**config.mk**
```make
export PLATFORM = sky130hd
export DESIGN_NAME = core_irq_timer
export DESIGN_NICKNAME = d
export VERILOG_FILES = /design/src/rtl/cit_pkg.sv /design/src/rtl/cit_prescaler.sv /design/src/rtl/cit_counter.sv /design/src/rtl/core_irq_timer.sv
export SDC_FILE = /design/constraint.sdc
export NUM_CORES = 1
export LEC_CHECK = 0
export ABC_AREA = 1
export BUFFER_PORTS_ARGS = -buffer_cell sky130_fd_sc_hd__buf_4
export CORE_AREA = 2 2 149 151
export CTS_CLUSTER_DIAMETER = 50
export DETAILED_ROUTE_END_ITERATION = 7
export DIE_AREA = 0 0 151 153
export GPL_TIMING_DRIVEN = 0
export SLEW_MARGIN = 10
export SYNTH_ARGS = -nofsm -noshare
export SYNTH_HDL_FRONTEND = slang
export SYNTH_SLANG_ARGS = --single-unit
```
**constraint.sdc**
```tcl
create_clock -name clk -period 4.5 [get_ports clk]
set_clock_uncertainty 0.2 [all_clocks]
set_input_delay 0.9 -clock clk [delete_from_list [all_inputs] [get_ports clk]]
set_output_delay 0.9 -clock clk [all_outputs]
set_load 0.01 [all_outputs]
```
**src/rtl/cit_pkg.sv**
```systemverilog
package cit_pkg;

    localparam int unsigned DIV_SHIFT_W = 3;
    localparam int unsigned MASK_BIT    = 16;
    localparam int unsigned MODE_BIT    = 17;

    localparam logic [11:0] OFS_SPUR  = 12'h0F0;
    localparam logic [11:0] OFS_ENTRY = 12'h320;
    localparam logic [11:0] OFS_START = 12'h380;
    localparam logic [11:0] OFS_LIVE  = 12'h390;
    localparam logic [11:0] OFS_DIV   = 12'h3E0;

    typedef enum logic [1:0] {
        ST_IDLE = 2'd0,
        ST_RUN  = 2'd1,
        ST_HOLD = 2'd2
    } tmr_state_e;

    // divide code bits {3,1,0} plus one, wrapping: 3'b111 -> shift 0
    function automatic logic [DIV_SHIFT_W-1:0] div_shift(input logic [3:0] code);
        logic [DIV_SHIFT_W-1:0] sel;
        sel = {code[3], code[1:0]};
        return sel + 1'b1;
    endfunction

endpackage

```
**src/rtl/cit_prescaler.sv**
```systemverilog
module cit_prescaler #(
    parameter int unsigned SHIFT_W = 3
) (
    input  logic               clk,
    input  logic               rst_n,
    input  logic               clr,
    input  logic [SHIFT_W-1:0] shift_i,
    output logic               tick
);
    localparam int unsigned PRE_W = (1 << SHIFT_W) - 1;

    logic [PRE_W-1:0] cnt_q;
    logic [PRE_W-1:0] lim;

    always_comb begin
        lim  = ~({PRE_W{1'b1}} << shift_i);
        tick = ((cnt_q & lim) == lim);
    end

    always_ff @(posedge clk) begin
        if (!rst_n || clr) cnt_q <= '0;
        else               cnt_q <= cnt_q + 1'b1;
    end


    tick_spacing_chk: assert property (@(posedge clk) disable iff (!rst_n)
        (tick && shift_i != '0) |=> (!tick || shift_i == '0));

endmodule

```
**src/rtl/cit_counter.sv**
```systemverilog
module cit_counter
    import cit_pkg::*;
#(
    parameter int unsigned CNT_W = 32,
    parameter int unsigned VEC_W = 8
) (
    input  logic             clk,
    input  logic             rst_n,
    input  logic             load,
    input  logic [CNT_W-1:0] load_val,
    input  logic             tick,
    input  logic             periodic,
    input  logic             mask,
    input  logic [VEC_W-1:0] vector,
    output logic [CNT_W-1:0] start_o,
    output logic [CNT_W-1:0] live_o,
    output logic             irq_o,
    output logic [VEC_W-1:0] irq_vec_o
);
    tmr_state_e       state_q, state_d;
    logic [CNT_W-1:0] cur_q, cur_d, start_q;
    logic             expire;

    always_comb begin
        state_d = state_q;
        cur_d   = cur_q;
        expire  = 1'b0;
        if (load) begin
            cur_d   = load_val;
            state_d = (load_val == '0) ? ST_IDLE : ST_RUN;
        end else if (tick) begin
            unique case (state_q)
                ST_IDLE, ST_HOLD: ;
                ST_RUN: begin
                    if (periodic) begin
                        if (cur_q == '0) begin
                            cur_d  = start_q;
                            expire = 1'b1;
                        end else begin
                            cur_d = cur_q - 1'b1;
                        end
                    end else if (cur_q == '0) begin
                        state_d = ST_HOLD;
                    end else if (cur_q == CNT_W'(1)) begin
                        cur_d   = '0;
                        state_d = ST_HOLD;
                        expire  = 1'b1;
                    end else begin
                        cur_d = cur_q - 1'b1;
                    end
                end
                default: state_d = ST_IDLE;
            endcase
        end
    end

    // state register
    always_ff @(posedge clk) begin
        if (!rst_n) begin
            state_q <= ST_IDLE;
            cur_q   <= '0;
            start_q <= '0;
        end else begin
            state_q <= state_d;
            cur_q   <= cur_d;
            if (load) start_q <= load_val;
        end
    end

    // outputs
    always_ff @(posedge clk) begin
        if (!rst_n) begin
            irq_o     <= 1'b0;
            irq_vec_o <= '0;
        end else begin
            irq_o <= expire && !mask;
            if (expire) irq_vec_o <= vector;
        end
    end

    assign start_o = start_q;
    assign live_o  = cur_q;


    hold_zero_chk: assert property (@(posedge clk) disable iff (!rst_n)
        (state_q == ST_HOLD) |-> (cur_q == '0));

    irq_single_chk: assert property (@(posedge clk) disable iff (!rst_n)
        irq_o |=> !irq_o);

    mask_block_chk: assert property (@(posedge clk) disable iff (!rst_n)
        irq_o |-> !$past(mask));

    live_bound_chk: assert property (@(posedge clk) disable iff (!rst_n)
        cur_q <= start_q);

    zero_idle_chk: assert property (@(posedge clk) disable iff (!rst_n)
        (load && load_val == '0) |=> (state_q == ST_IDLE && !irq_o));

endmodule

```
**src/rtl/core_irq_timer.sv**
```systemverilog
module core_irq_timer
    import cit_pkg::*;
#(
    parameter int unsigned ADDR_W = 12,
    parameter int unsigned DATA_W = 32,
    parameter int unsigned CNT_W  = 32,
    parameter int unsigned VEC_W  = 8
) (
    input  logic              clk,
    input  logic              rst_n,
    input  logic              reg_wr,
    input  logic [ADDR_W-1:0] reg_addr,
    input  logic [DATA_W-1:0] reg_wdata,
    output logic [DATA_W-1:0] reg_rdata,
    output logic              irq_req,
    output logic [VEC_W-1:0]  irq_vec
);
    logic [VEC_W-1:0]       vec_q;
    logic                   mask_q, periodic_q;
    logic [3:0]             div_q;
    logic [VEC_W-1:0]       spur_q;
    logic                   load, tick;
    logic [CNT_W-1:0]       start_val, live_val;
    logic [DIV_SHIFT_W-1:0] shift;

    assign load  = reg_wr && (reg_addr == ADDR_W'(OFS_START));
    assign shift = div_shift(div_q);

    always_ff @(posedge clk) begin
        if (!rst_n) begin
            vec_q      <= '0;
            mask_q     <= 1'b1;
            periodic_q <= 1'b0;
            div_q      <= '0;
            spur_q     <= '1;
        end else if (reg_wr) begin
            if (reg_addr == ADDR_W'(OFS_ENTRY)) begin
                vec_q      <= reg_wdata[VEC_W-1:0];
                mask_q     <= reg_wdata[MASK_BIT];
                periodic_q <= reg_wdata[MODE_BIT];
            end
            if (reg_addr == ADDR_W'(OFS_DIV))
                div_q <= {reg_wdata[3], 1'b0, reg_wdata[1:0]};
            if (reg_addr == ADDR_W'(OFS_SPUR))
                spur_q <= reg_wdata[VEC_W-1:0];
        end
    end

    always_comb begin
        reg_rdata = '0;
        if (reg_addr == ADDR_W'(OFS_ENTRY)) begin
            reg_rdata[VEC_W-1:0] = vec_q;
            reg_rdata[MASK_BIT]  = mask_q;
            reg_rdata[MODE_BIT]  = periodic_q;
        end else if (reg_addr == ADDR_W'(OFS_START)) begin
            reg_rdata[CNT_W-1:0] = start_val;
        end else if (reg_addr == ADDR_W'(OFS_LIVE)) begin
            reg_rdata[CNT_W-1:0] = live_val;
        end else if (reg_addr == ADDR_W'(OFS_DIV)) begin
            reg_rdata[3:0] = div_q;
        end else if (reg_addr == ADDR_W'(OFS_SPUR)) begin
            reg_rdata[VEC_W-1:0] = spur_q;
        end
    end

    cit_prescaler #(.SHIFT_W(DIV_SHIFT_W)) u_presc (
        .clk     (clk),
        .rst_n   (rst_n),
        .clr     (load),
        .shift_i (shift),
        .tick    (tick)
    );

    cit_counter #(.CNT_W(CNT_W), .VEC_W(VEC_W)) u_count (
        .clk       (clk),
        .rst_n     (rst_n),
        .load      (load),
        .load_val  (reg_wdata[CNT_W-1:0]),
        .tick      (tick),
        .periodic  (periodic_q),
        .mask      (mask_q),
        .vector    (vec_q),
        .start_o   (start_val),
        .live_o    (live_val),
        .irq_o     (irq_req),
        .irq_vec_o (irq_vec)
    );


    reset_mask_chk: assert property (@(posedge clk)
        !rst_n |=> (mask_q && !irq_req && spur_q == '1));

endmodule

```
==> After elaboration in Yosys (flattened, before gate mapping) <==
Index checks and enable logic that the tools add are counted.
W data, S select, Z words.
{ "totals": {"output_inout_bits": 41, "regBits": 103, "inputBits": 47} }
{ "classes": {"n_reduce_logical": 16, "eq_ne": 13, "n_mux": 31, "bitwise": 2, "shifts": 1, "add_sub_neg": 3} }
{ "ops": {"columns": ["cell", "n"], "rows": [
  ["$mux W32", 8],
  ["$logic_not A32 Y1", 2],
  ["$eq A12 B10 Y1 const B", 4],
  ["$eq A32 B1 Y1 const B", 1],
  ["$mux W8", 4],
  ["$sub A32 B1 Y32 const B", 1],
  ["$mux W24", 1],
  ["$mux W14", 1],
  ["$eq A12 B8 Y1 const B", 1],
  ["$mux W2", 6],
  ["$mux W1", 8],
  ["$mux W4", 2],
  ["$add A7 B1 Y7 const B", 1],
  ["$and A7 B7 Y7", 1],
  ["$eq A7 B7 Y1", 1],
  ["$not A7 Y7", 1],
  ["$shl A7 B3 Y7 const A", 1],
  ["$ne A3 B3 Y1 const B", 2],
  ["$reduce_and A2 Y1", 3],
  ["$ne A4 B2 Y1 const B", 1],
  ["$pmux W2 S2", 1],
  ["$reduce_and A4 Y1", 1],
  ["$reduce_bool A2 Y1", 2],
  ["$add A3 B1 Y3 const B", 1],
  ["other kinds (9)", 11]
]} }

==> Logic depth before layout (Yosys ltp) <==
{ "logic_depth": {"word_depth": 8, "depth_mapped": 14, "depth_no_buf": 13} }

==> By module <==
A second synthesis with hierarchy kept.
{ "hier_totals": {"cells_unflattened": 945, "hier_area_um2": 6252.2} }
{ "by_module_without_submodules": {"columns": ["mod", "n_inst", "area_per_inst_um2", "seq_area_each_um2", "cells_per_inst"], "rows": [
  ["cit_counter", 1, 4319.1, 1501.4, 642],
  ["core_irq_timer", 1, 1570.3, 420.4, 249],
  ["cit_prescaler", 1, 362.8, 140.1, 54]
]} }

==> Least setup slack after synthesis <==
No wires, ideal clock.
{ "synth_path": {"path_type": "input port to output port", "start": "input port reg_addr[3]", "end": "output port reg_rdata[2]", "arrival_ns": 2.032, "path_slack_ns": 1.368, "t_required_ns": 3.400, "stages": 6, "path_cell_list": "nor2_1 -> nand2_2 -> nor4_2 -> clkbuf_1 -> nand2_1 -> o2111ai_1"} }
{ "synth_between": {"elab_chain_cells": 6, "word_cells_on_any_way": 10, "classes_between": "5 x eq/ne; 5 x mux"} }
{ "synth_rtl": {"columns": ["item", "line", "text"], "rows": [
  ["start, declared", "core_irq_timer.sv:12", "input logic [ADDR_W-1:0] reg_addr,"],
  ["$eq A12 B8 Y1", "core_irq_timer.sv:61", "end else if (reg_addr == ADDR_W'(OFS_SPUR)) begin"],
  ["$mux W8", "core_irq_timer.sv:61", null],
  ["$mux W4", "core_irq_timer.sv:59", "end else if (reg_addr == ADDR_W'(OFS_DIV)) begin"],
  ["$mux W8", "core_irq_timer.sv:57", "end else if (reg_addr == ADDR_W'(OFS_LIVE)) begin"],
  ["$mux W32", "core_irq_timer.sv:55", "end else if (reg_addr == ADDR_W'(OFS_START)) begin"],
  ["$mux W8 *", "core_irq_timer.sv:51", "if (reg_addr == ADDR_W'(OFS_ENTRY)) begin"],
  ["end, declared", "core_irq_timer.sv:14", "output logic [DATA_W-1:0] reg_rdata,"]
]} }
Mark *: on every way between the ends. The rest lies on a longest branch, timed or not.

==> Worst setup path in the final report <==
{ "layout_path": {"start": "input port reg_addr[8]", "end": "output port reg_rdata[26]"} }
{ "layout_between": {"elab_chain_cells": 4, "word_cells_on_any_way": 6, "classes_between": "3 x eq/ne; 3 x mux"} }
{ "layout_rtl": {"columns": ["item", "line"], "rows": [
  ["$eq A12 B10 Y1", "core_irq_timer.sv:57"],
  ["$mux W24", "core_irq_timer.sv:57"],
  ["$mux W32", "core_irq_timer.sv:55"],
  ["$mux W14 *", "core_irq_timer.sv:51"]
]} }
Marks and branches as above.

==> run metrics <==
post-detailed-route count of antenna-violating nets=0; hold slack=263 ps; Flop pwr share=50.7%; Pwr Total=1.81 mW; vias per inst=5.05; Cell variety after synth=36; CTS H-tree depth=3; TritonCTS clock tree=yes; Max-Slew Margin vs Limit=23.7%; Initial DRT Pass Iterations=6; cells after synthesis=1040; remaining global-route overflow=0; crit share post-route=88.3%; synthesized net count=1094; Largest delay share family, worst path=buffers and inverters; Hold Path Class=reg2reg; Die W=151 um; vias in the first global route=6897; leakage=3.81 nW; CP dominant cell by count=nand2_1; area of the mapped netlist=6390 um^2; mean routed wirelength per cell=17.3 um; final RePlAce weighted congestion=0.981; combinational power share=5.3%; startpoint types=input pin; IO buf count=86; DRT Wirelength=24600 um; worst r2r path cells=12; CP endpoint kind=primary output; # IOs=88; antenna violations before repair=0; Iteration-0 DRC Markers=468; worst vdd ir=145 uV; crit-path max FO=10; most frequent cells in the layout=nand2_1, nor2_1, inv_1; share of layout cells above drive strength 1=12.9%; R2R Setup Slk=1740 ps; Max-Cap Viols=0; All-Layer GR Usage=21.7%; FMAX=252 MHz; RSZ-0062 raised after global routing=false; Longest Clk Path Bufs=2; critical path class=in2out; cts hold-fix bufs=0; Max stage delay on crit path=720 ps; Seq cells post-synth=103; setup violators final=0; Syn Area/Cell=6.15 um^2; Stages on worst setup path=9; row cnt=54; Internal Dissipation=1.34 mW; via count=7176; placed cell area=7390 um^2; minimum clock period=3970 ps; CP Cell Sequence=buf_4 -> nand2_1 -> inv_1 -> nand2_1 -> nor2_4 -> nand2_1 -> clkbuf_1 -> o22ai_1 -> buf_4; synth warn=0; sequential fraction of the synthesis area=32.3%; Slew @ Worst Pin=1130 ps; clk_lat worst skew=370 ps; CTS resizes=0; status=finished, final reports clean; Core Area=21500 um^2; number of CTS-inserted buffers=9; hold path cells=2; first-pass GRT wire length=38300 um; Clk pwr share=44.0%; starting density of the core=29.8%; commonest non-fill, non-tap cell in the layout=nand2_1; post-layout util=35.7%; Clock transition at path regs=80 ps; design area=7670 um^2; largest net degree at the start of global routing=19; Pwr Density=235 nW/um^2; Root Driver=clkbuf_16; CP Buf/Inv Count=4; Worst path slowest cell=clkbuf_1; Sw Share=26.0%; Sink Count=103; post-detail-place hpwl=18700 um; Final Hold Fails=0; post-CTS setup buffer count=0; Remaining DRCs=0; antenna diode count=0; required time worst endpoint=3400 ps; Psw=470 uW; Area Growth Syn to Fin=20.0%; die area=23100 um^2; Layout Nets=1191; crit path DAT=2870 ps; Final Slew Violations=0; setup_tns=0 ps; DIE HEIGHT=153 um
[synth_stat cells (all sizes together)]
master	n	area (um^2)
o21ai	76	380
a21oi	33	165
o22ai	43	269
o2111ai	5	43.8
o32ai	3	26.3
buf	15	115
a31oi	2	12.5
nor3	3	20.0
clkinv	2	7.51
nand3	77	428
xor2	15	131
o211ai	2	15.0
nor2	184	763
nand2	298	1140
o21bai	1	7.51
ha	7	87.6
xnor2	4	35.0
nor4	9	62.6
clkbuf	21	80.1
nor3b	2	15.0
dfxtp	103	2060
nand3b	1	7.51
nand4	8	50.1
inv	126	473
[sequential cells by signal, indices dropped and copies added (netlist names)]
name,flops
spur_q,8
u_count.live_o,32
mask_q,1
vec_q,8
u_count.irq_o,1
u_count.irq_vec_o,8
u_count.state_q,2
div_q,3
u_count.start_o,32
u_presc.cnt_q,7
periodic_q,1
[metrics by stage]
step | cells | setup slack [ps]
6_report | 1422 | 528
3_5_place_dp | 1406 | 587
5_1_grt | 1422 | 403
2_1_floorplan | 1040 | 1370
3_3_place_gp | 1406 | 577
4_1_cts | 1422 | 590
[final timing paths]
check / from / endpoint
setup / recovery: reg_addr[8] / reg_rdata[26]
hold reg to reg: spur_q[6] / spur_q[6]
hold / removal: spur_q[6] / spur_q[6]
setup reg to reg: u_count.live_o[0] / u_count.live_o[16]
[layer usage]
layer	GRT usage (%)	vias up	share of wire, %
met5	0	-	0
met4	9.17	0	3.9
met3	3.85	59	7.4
met2	34.4	300	45
met1	28.8	3278	44
li1	-	3539	-
[power by group through the flow]
| stage | sequential [mW] | clock, mW | combinational (mW) |
|---|---|---|---|
| after CTS | 0.915 | 0.799 | 0.0960 |
| after global routing | 0.916 | 0.837 | 0.104 |
| after detailed placement | 0.937 | 0 | 0.0956 |
| after floorplan | 0.936 | 0 | 0.0340 |
| final | 0.915 | 0.795 | 0.0964 |
| after global placement | 0.937 | 0 | 0.0951 |
[kinds of logic (layout without fill, tap and decap cells)]
group,after synthesis,in the layout,synth area share (%)
compound gates,165,165,14.4
xor+xnor,19,19,2.60
fa+ha+maj,7,7,1.37
buf+inv,164,266,10.6
flops,103,103,32.3
simple gates,582,582,38.8
[final cells by class]
cell class / instances / area [um^2]
plain buffers: 36 / 195
well taps: 280 / 350
inverters: 128 / 480
clock inverters: 6 / 51.3
fillers: 2400 / 13800
multi-input cells: 773 / 3660
repair buffers: 86 / 646
clock buffers: 10 / 229
flip-flops and latches: 103 / 2060
[tightest hold or removal path: cells and delay by family (launching register included)]
family	cells	cell delay, ps
flops	1	330
simple gates	2	100
Power figures use the tool's default switching activity.
